[src/rtl/tok_pkg.sv]
`timescale 1ns/1ps
package tok_pkg;

    typedef enum logic [1:0] {
        UPD_IDLE,
        UPD_OK,
        UPD_UNDER,
        UPD_OVER
    } upd_e;

    typedef struct packed {
        logic arr_hit;
        logic arr_data;
        logic snd_hit;
        logic snd_all;
    } slot_ctl_t;

    function automatic int cnt_width(input int total);
        return (total < 1) ? 1 : $clog2(total + 1);
    endfunction

    function automatic int idx_width(input int blocks);
        return (blocks < 2) ? 1 : $clog2(blocks);
    endfunction

    function automatic upd_e classify(input logic touched, input int held,
                                      input int add, input int sub,
                                      input int total);
        int sum;
        sum = held + add - sub;
        if (!touched)      return UPD_IDLE;
        else if (sum < 0)  return UPD_UNDER;
        else if (sum > total) return UPD_OVER;
        else               return UPD_OK;
    endfunction

endpackage

[src/rtl/tok_slot.sv]
`timescale 1ns/1ps
module tok_slot
    import tok_pkg::*;
#(
    parameter int TOTAL = 4,
    parameter int CNT_W = 3,
    parameter bit HOME  = 1'b0
) (
    input  logic             clk,
    input  logic             rst,
    input  slot_ctl_t        ctl,
    input  logic [CNT_W-1:0] arr_cnt,
    input  logic [CNT_W-1:0] snd_cnt,
    output logic [CNT_W-1:0] cnt_q,
    output logic             dv_q,
    output logic [CNT_W-1:0] sent,
    output logic             bad
);

    logic [CNT_W-1:0] add_c;
    logic [CNT_W-1:0] sub_c;
    logic [CNT_W-1:0] nxt_c;
    upd_e             st;
    logic             legal;
    int               sum_i;

    always_comb begin
        add_c = ctl.arr_hit ? arr_cnt : '0;
        if (!ctl.snd_hit)     sub_c = '0;
        else if (ctl.snd_all) sub_c = cnt_q;
        else                  sub_c = snd_cnt;
        sum_i = int'(cnt_q) + int'(add_c) - int'(sub_c);
        st    = classify(ctl.arr_hit | ctl.snd_hit, int'(cnt_q),
                         int'(add_c), int'(sub_c), TOTAL);
        legal = (st == UPD_OK) || (st == UPD_IDLE);
        nxt_c = CNT_W'(sum_i);
        sent  = legal ? sub_c : '0;
        bad   = !legal;
    end

    always_ff @(posedge clk) begin
        if (rst) begin
            cnt_q <= HOME ? CNT_W'(TOTAL) : '0;
            dv_q  <= HOME;
        end else if (legal) begin
            cnt_q <= nxt_c;
            dv_q  <= (dv_q & ~(ctl.snd_hit & ctl.snd_all)) | (ctl.arr_hit & ctl.arr_data);
        end
    end

    AST_NO_OVERFLOW: assert property (@(posedge clk) disable iff (rst)
        int'(cnt_q) <= TOTAL);

    AST_REFUSED_HOLDS: assert property (@(posedge clk) disable iff (rst)
        bad |=> ($stable(cnt_q) && $stable(dv_q)));

    AST_EVICT_EMPTY: assert property (@(posedge clk) disable iff (rst)
        (ctl.snd_hit && ctl.snd_all && !ctl.arr_hit) |=> (cnt_q == '0 && !dv_q));

    AST_MERGE_SUM: assert property (@(posedge clk) disable iff (rst)
        (ctl.arr_hit && ctl.snd_hit && !ctl.snd_all && !bad)
        |=> (int'(cnt_q) == $past(int'(cnt_q)) + $past(int'(arr_cnt)) - $past(int'(snd_cnt))));

endmodule

[src/rtl/tok_perm.sv]
`timescale 1ns/1ps
module tok_perm #(
    parameter int TOTAL = 4,
    parameter int CNT_W = 3
) (
    input  logic [CNT_W-1:0] cnt,
    output logic             rd,
    output logic             wr
);

    always_comb begin
        rd = (cnt != '0);
        wr = (cnt == CNT_W'(TOTAL));
    end

endmodule

[src/rtl/tok_tracker.sv]
`timescale 1ns/1ps
module tok_tracker
    import tok_pkg::*;
#(
    parameter int NUM_BLOCKS   = 4,
    parameter int TOTAL_TOKENS = 4,
    parameter bit HOME_NODE    = 1'b0,
    localparam int CNT_W = cnt_width(TOTAL_TOKENS),
    localparam int IDX_W = idx_width(NUM_BLOCKS)
) (
    input  logic                        clk,
    input  logic                        rst,
    input  logic                        arr_valid,
    input  logic [IDX_W-1:0]            arr_idx,
    input  logic [CNT_W-1:0]            arr_count,
    input  logic                        arr_data,
    input  logic                        snd_valid,
    input  logic [IDX_W-1:0]            snd_idx,
    input  logic [CNT_W-1:0]            snd_count,
    input  logic                        snd_all,
    output logic [NUM_BLOCKS-1:0]       rd_ok,
    output logic [NUM_BLOCKS-1:0]       wr_ok,
    output logic [NUM_BLOCKS-1:0]       data_valid,
    output logic [NUM_BLOCKS*CNT_W-1:0] tok_cnt,
    output logic [CNT_W-1:0]            sent_count,
    output logic                        tok_err
);

    logic [CNT_W-1:0]      cnt_v  [NUM_BLOCKS];
    logic [CNT_W-1:0]      sent_v [NUM_BLOCKS];
    logic [NUM_BLOCKS-1:0] bad_v;
    logic                  any_bad;
    logic                  err_q;
    int                    total_now;
    int                    arr_amt;

    for (genvar i = 0; i < NUM_BLOCKS; i++) begin : g_blk
        slot_ctl_t ctl;

        always_comb begin
            ctl.arr_hit  = arr_valid && (arr_idx == IDX_W'(i));
            ctl.arr_data = arr_data;
            ctl.snd_hit  = snd_valid && (snd_idx == IDX_W'(i));
            ctl.snd_all  = snd_all;
        end

        tok_slot #(
            .TOTAL (TOTAL_TOKENS),
            .CNT_W (CNT_W),
            .HOME  (HOME_NODE)
        ) u_slot (
            .clk     (clk),
            .rst     (rst),
            .ctl     (ctl),
            .arr_cnt (arr_count),
            .snd_cnt (snd_count),
            .cnt_q   (cnt_v[i]),
            .dv_q    (data_valid[i]),
            .sent    (sent_v[i]),
            .bad     (bad_v[i])
        );

        tok_perm #(
            .TOTAL (TOTAL_TOKENS),
            .CNT_W (CNT_W)
        ) u_perm (
            .cnt (cnt_v[i]),
            .rd  (rd_ok[i]),
            .wr  (wr_ok[i])
        );

        assign tok_cnt[i*CNT_W +: CNT_W] = cnt_v[i];

        AST_ZERO_NO_PERM: assert property (@(posedge clk) disable iff (rst)
            (cnt_v[i] == '0) |-> (!rd_ok[i] && !wr_ok[i]));

        AST_WR_NEEDS_RD: assert property (@(posedge clk) disable iff (rst)
            wr_ok[i] |-> rd_ok[i]);
    end

    always_comb begin
        sent_count = '0;
        total_now  = 0;
        for (int i = 0; i < NUM_BLOCKS; i++) begin
            sent_count = sent_count | sent_v[i];
            total_now  = total_now + int'(cnt_v[i]);
        end
        any_bad = |bad_v;
        arr_amt = (arr_valid && (int'(arr_idx) < NUM_BLOCKS)) ? int'(arr_count) : 0;
    end

    always_ff @(posedge clk) begin
        if (rst) err_q <= 1'b0;
        else     err_q <= any_bad;
    end

    assign tok_err = err_q;

    AST_CONSERVE: assert property (@(posedge clk) disable iff (rst)
        !any_bad |=> (total_now == $past(total_now) + $past(arr_amt) - $past(int'(sent_count))));

    AST_ONE_SENDER: assert property (@(posedge clk) disable iff (rst)
        !snd_valid |-> (sent_count == '0));

endmodule

[config.mk]
export PLATFORM = sky130hd
export DESIGN_NAME = tok_tracker
export DESIGN_NICKNAME = d
export VERILOG_FILES = /design/src/rtl/tok_pkg.sv /design/src/rtl/tok_slot.sv /design/src/rtl/tok_perm.sv /design/src/rtl/tok_tracker.sv
export SDC_FILE = /design/constraint.sdc
export NUM_CORES = 1
export LEC_CHECK = 0
export ABC_AREA = 0
export BUFFER_PORTS_ARGS = -buffer_cell sky130_fd_sc_hd__buf_4
export CAP_MARGIN = 15
export CORE_MARGIN = 3
export CORE_UTILIZATION = 55
export DETAILED_ROUTE_END_ITERATION = 8
export HOLD_SLACK_MARGIN = 0.12
export PLACE_DENSITY = 0.92
export SETUP_SLACK_MARGIN = 0.05
export SLEW_MARGIN = 10
export SYNTH_ARGS = -nofsm -noshare
export SYNTH_HDL_FRONTEND = slang
export SYNTH_HIERARCHICAL = 1
export SYNTH_SLANG_ARGS = --single-unit
[constraint.sdc]
create_clock -name clk -period 3.37 [get_ports clk]
set_clock_uncertainty 0.2 [all_clocks]
set_input_delay 0 -clock clk [delete_from_list [all_inputs] [get_ports clk]]
set_output_delay 0 -clock clk [all_outputs]
set_load 0.1 [all_outputs]
==> impl_results.rst <==
.. list-table::
   :header-rows: 1

   * - Metric
     - Value
   * - Most common cell after layout, fill and taps aside
     - buf_4
   * - Crit-path slowest cell
     - or4_4
   * - Die Area
     - 4864 um^2
   * - Instance count of the mapped netlist
     - 256
   * - Multi-input combinational cell area
     - 2083 um^2
   * - Largest incremental delay on the critical path
     - 570 ps
   * - Startpoint of the most critical hold path
     - snd_all
   * - Int Pwr
     - 1.421 mW
   * - Vias in the first global route
     - 2,491
   * - Final Util
     - 0.9124
   * - Critical path type
     - reg2out
   * - Via count of the routed design
     - between 2,000 and 3,000
   * - Unrepaired setup endpoints after global routing
     - yes
   * - Post-placement cell area
     - 2730 um^2
   * - Number of flip-flops and latches in the synthesized netlist
     - 17
   * - Routability cong.
     - 0.8842
   * - Cell types with the largest area share after synthesis
     - dfxtp_1 (15%), fa_1 (11%), ha_1 (9.0%)
   * - Die height
     - about 70 um
   * - Endpoint of the worst hold path
     - g_blk[0].u_slot/dv_q$_SDFFE_PP0P_
   * - FILL cells
     - 153
   * - Share of synthesized registers carrying an async set or reset
     - 0
   * - Chain of cells forming the critical path
     - mux2i_4 > nor2b_2 > ha_1 > inv_1 > ha_1 > inv_1 > fa_1 > nor2b_1 > o22a_1 > o22ai_4 > nor2_1 > or4_4 > buf_12
   * - Slew of the pin with the lowest slew margin
     - 629.8 ps
   * - Wire length of the first global-routing pass
     - 12,100 um
   * - Buf+Inv Stages, Crit Path
     - 3
   * - CTS root buf
     - clkbuf_8
   * - Die width
     - between 60 and 70 um
   * - Library cell occupying the most area in the post-synthesis netlist
     - dfxtp_1
   * - Final critical-path required period
     - 3654 ps
   * - Total net switching power
     - 1.996 mW
   * - Average detailed-routed wire length per instance
     - 23.31 um
   * - Pin count of the biggest net entering global routing
     - 34
   * - Synth unique cells
     - 34
   * - Initial antenna violation count
     - 0
   * - Count of input and output buffers
     - 43
   * - Buffer levels on the longest clock path
     - 2
   * - Starting Density
     - 0.5883
   * - Share of cells above drive strength 1
     - 0.5462
   * - CP Max Fanout
     - 4
   * - Worst Hold Depth
     - 4
   * - Maximum level of the CTS H-tree
     - 1
   * - Fmax achieved
     - 273.7 MHz
   * - Final WS setup
     - -284.2 ps
   * - Detailed Place HPWL
     - 4702 um
   * - Synthesized area divided by synthesized cell count
     - 8.729 um^2
   * - Std cell rows
     - 22
   * - Highest ir drop seen on vdd
     - 0.8849 mV
   * - RR Startpoint
     - g_blk[0].u_slot/cnt_q[0]$_SDFFE_PP0P_
   * - Fraction of the yosys area taken by sequential cells
     - 0.1523
   * - Tot Pwr
     - 3.418 mW
   * - Class of the tightest hold or removal check
     - in2reg
   * - Main synth FF type
     - dfxtp_1
   * - Setup WS pre-CTS
     - 40.18 ps
   * - Fin crit share
     - 1.084
   * - Area added between synthesis and finish
     - 55.10%
   * - Static Leakage
     - 1.614 nW
   * - Clock insertion delay at the later pin of the skew report
     - 260 ps
   * - Outcome
     - complete, but fails checks
   * - Share of total power consumed by net switching
     - 0.5841
   * - Most frequent cells in the layout
     - buf_4 (88), inv_1 (20), nor2_1 (18), nor2b_1 (15)
   * - Failing checks
     - setup timing
   * - Reg clk slew, reported paths
     - 70 ps
   * - Drt total wl
     - 9442 um
   * - Power density relative to cell area
     - 986.1 nW/um^2
   * - TritonCTS clock tree
     - done
   * - DRC violation count after routing
     - 0
   * - Placeable core region
     - about 3800 um^2
   * - Register-to-register setup slack
     - -50 ps
   * - Worst R2R End
     - g_blk[0].u_slot/cnt_q[1]$_SDFFE_PP0P_
   * - Total Routing Usage GR
     - 0.3120
   * - Number of search-and-repair iterations in the first detailed-routing pass
     - 6
   * - Setup-violating endpoint count in the final report
     - 6
   * - Antenna-violating nets left
     - 0
   * - Share of total power in combinational logic
     - 0.856
   * - Gr ovfl total
     - 0
   * - Worst endpoint data arrival time
     - roughly 3500 ps
   * - CTS buffer count
     - 3
   * - Largest delay contributor family on the critical path
     - simple AND/OR/NAND/NOR gates
   * - Length in cells of the worst reg-to-reg path
     - 13
   * - Number of warnings reported in the yosys synthesis log
     - 6
   * - Worst EP required
     - 3170 ps
   * - First DRT Iteration DRCs
     - 456
   * - Number of pins exceeding their max-slew limit in the final report
     - 0
   * - Net count after synthesis
     - 300
   * - Number of sinks handled by clock tree synthesis
     - 17
   * - Final layout net count
     - 402
   * - Finished Cell Area
     - 3466 um^2
   * - CP Capture Type
     - primary output
   * - Synth Cell Area
     - between 2000 and 2500 um^2
   * - Post-synth EDFFs
     - 0
   * - Crit start category
     - flop
   * - Slew margin rel.
     - 0.5786
   * - Diode count
     - 0
   * - Total area of sequential cells
     - 375.4 um^2
   * - Top cell type's share of synthesized area
     - 0.1523
   * - Max capacitance violation total
     - 0
   * - Count of boundary I/O pins
     - 44
   * - DR vias/cell
     - 6.551
   * - Hold violation total from the final report
     - 0
   * - Clock network fraction of design power
     - 0.048
   * - Seq pwr share
     - 0.096
[through the flow]
stage,setup TNS [ps],cells,hold WS [ps]
5_1_grt,-1078,405,184.6
4_1_cts,-305.3,395,128.2
3_3_place_gp,0,351,134.1
2_1_floorplan,0,256,-127.6
3_5_place_dp,0,351,144.6
6_report,-889.4,405,163.8
[synth_stat cells, drive strengths merged (6+ instances only)]
master and instances:
mux2 12, nand2 14, and2 8, a21oi 8, fa 12, ha 16
mux2i 12, nor3b 14, nand2b 8, dfxtp 17, nor2 19, inv 32
nor2b 20, and2b 8, and3 6
[layout make-up]
type                    count  share of cell area
repair buffers             97              0.2253
clock buffers               3             0.01191
clock inverters             1            0.001444
well taps                  48             0.01733
multi-input cells         207              0.6011
inverters                  32             0.03466
flip-flops and latches     17              0.1083
[flip-flops by register name (all words and copies together) (netlist names)]
register	cells
g_blk.u_slot/cnt_q	12
g_blk.u_slot/dv_q	4
tok_err	1
[power by group through the flow]
stage          Sequential [mW]  Clock, mW  Combinational, mW
2_1_floorplan            0.691          0               1.36
3_3_place_gp             0.335          0               2.06
3_5_place_dp             0.339          0               2.11
4_1_cts                  0.315      0.172               2.46
5_1_grt                  0.330      0.176               3.01
6_report                 0.327      0.165               2.93
[layer usage]
| layer | global-route usage | share of wire |
|---|---|---|
| met1 | 0.3677 | 0.36 |
| met2 | 0.5519 | 0.47 |
| met3 | 0.06377 | 0.098 |
| met4 | 0.1213 | 0.071 |
| met5 | 0 | 0 |
[worst max path at each step]
stage / startpoint / slack [ps] / to / depth (start not counted)
floorplan: g_blk[0].u_slot/cnt_q[1]$_SDFFE_PP0P_ / 60 / sent_count[0] / 10
global placement: g_blk[3].u_slot/cnt_q[1]$_SDFFE_PP0P_ / 120 / sent_count[2] / 11
detailed placement: snd_idx[1] / 40 / sent_count[2] / 15
CTS: g_blk[1].u_slot/cnt_q[1]$_SDFFE_PP0P_ / -110 / sent_count[1] / 11
global route: g_blk[0].u_slot/cnt_q[0]$_SDFFE_PP0P_ / -330 / sent_count[1] / 13
finish: g_blk[0].u_slot/cnt_q[0]$_SDFFE_PP0P_ / -280 / sent_count[1] / 13
[worst reg2reg max path: cells and delay by family (launching register included)]
| kind | cells | cell delay [ps] |
|---|---|---|
| DFF | 1 | 350 |
| adders and majority gates | 3 | 920 |
| AOI/OAI and AO/OA | 2 | 590 |
| buffers and inverters | 4 | 470 |
| muxes | 2 | 490 |
| and+or+nand+nor | 2 | 280 |
[cells by family (layout without fill, tap and decap cells)]
family | count (synthesis) | count (layout) | share of synthesized area
muxes | 24 | 24 | 0.1277
and+or+nand+nor | 123 | 123 | 0.3371
AOI/OAI and AO/OA | 32 | 32 | 0.1321
buffers and inverters | 32 | 133 | 0.05375
DFF | 17 | 17 | 0.1523
adders and majority gates | 28 | 28 | 0.1971
[repair_timing]
action                                  4_1_cts  5_1_grt
hold buffers                                  7        0
pin swaps                                    21       24
hold endpoints to repair                     17        0
resized for setup                            33       40
endpoints found under the setup margin        3        9
setup buffers                                33       11
No activity file was read; power rests on OpenSTA's default activity.
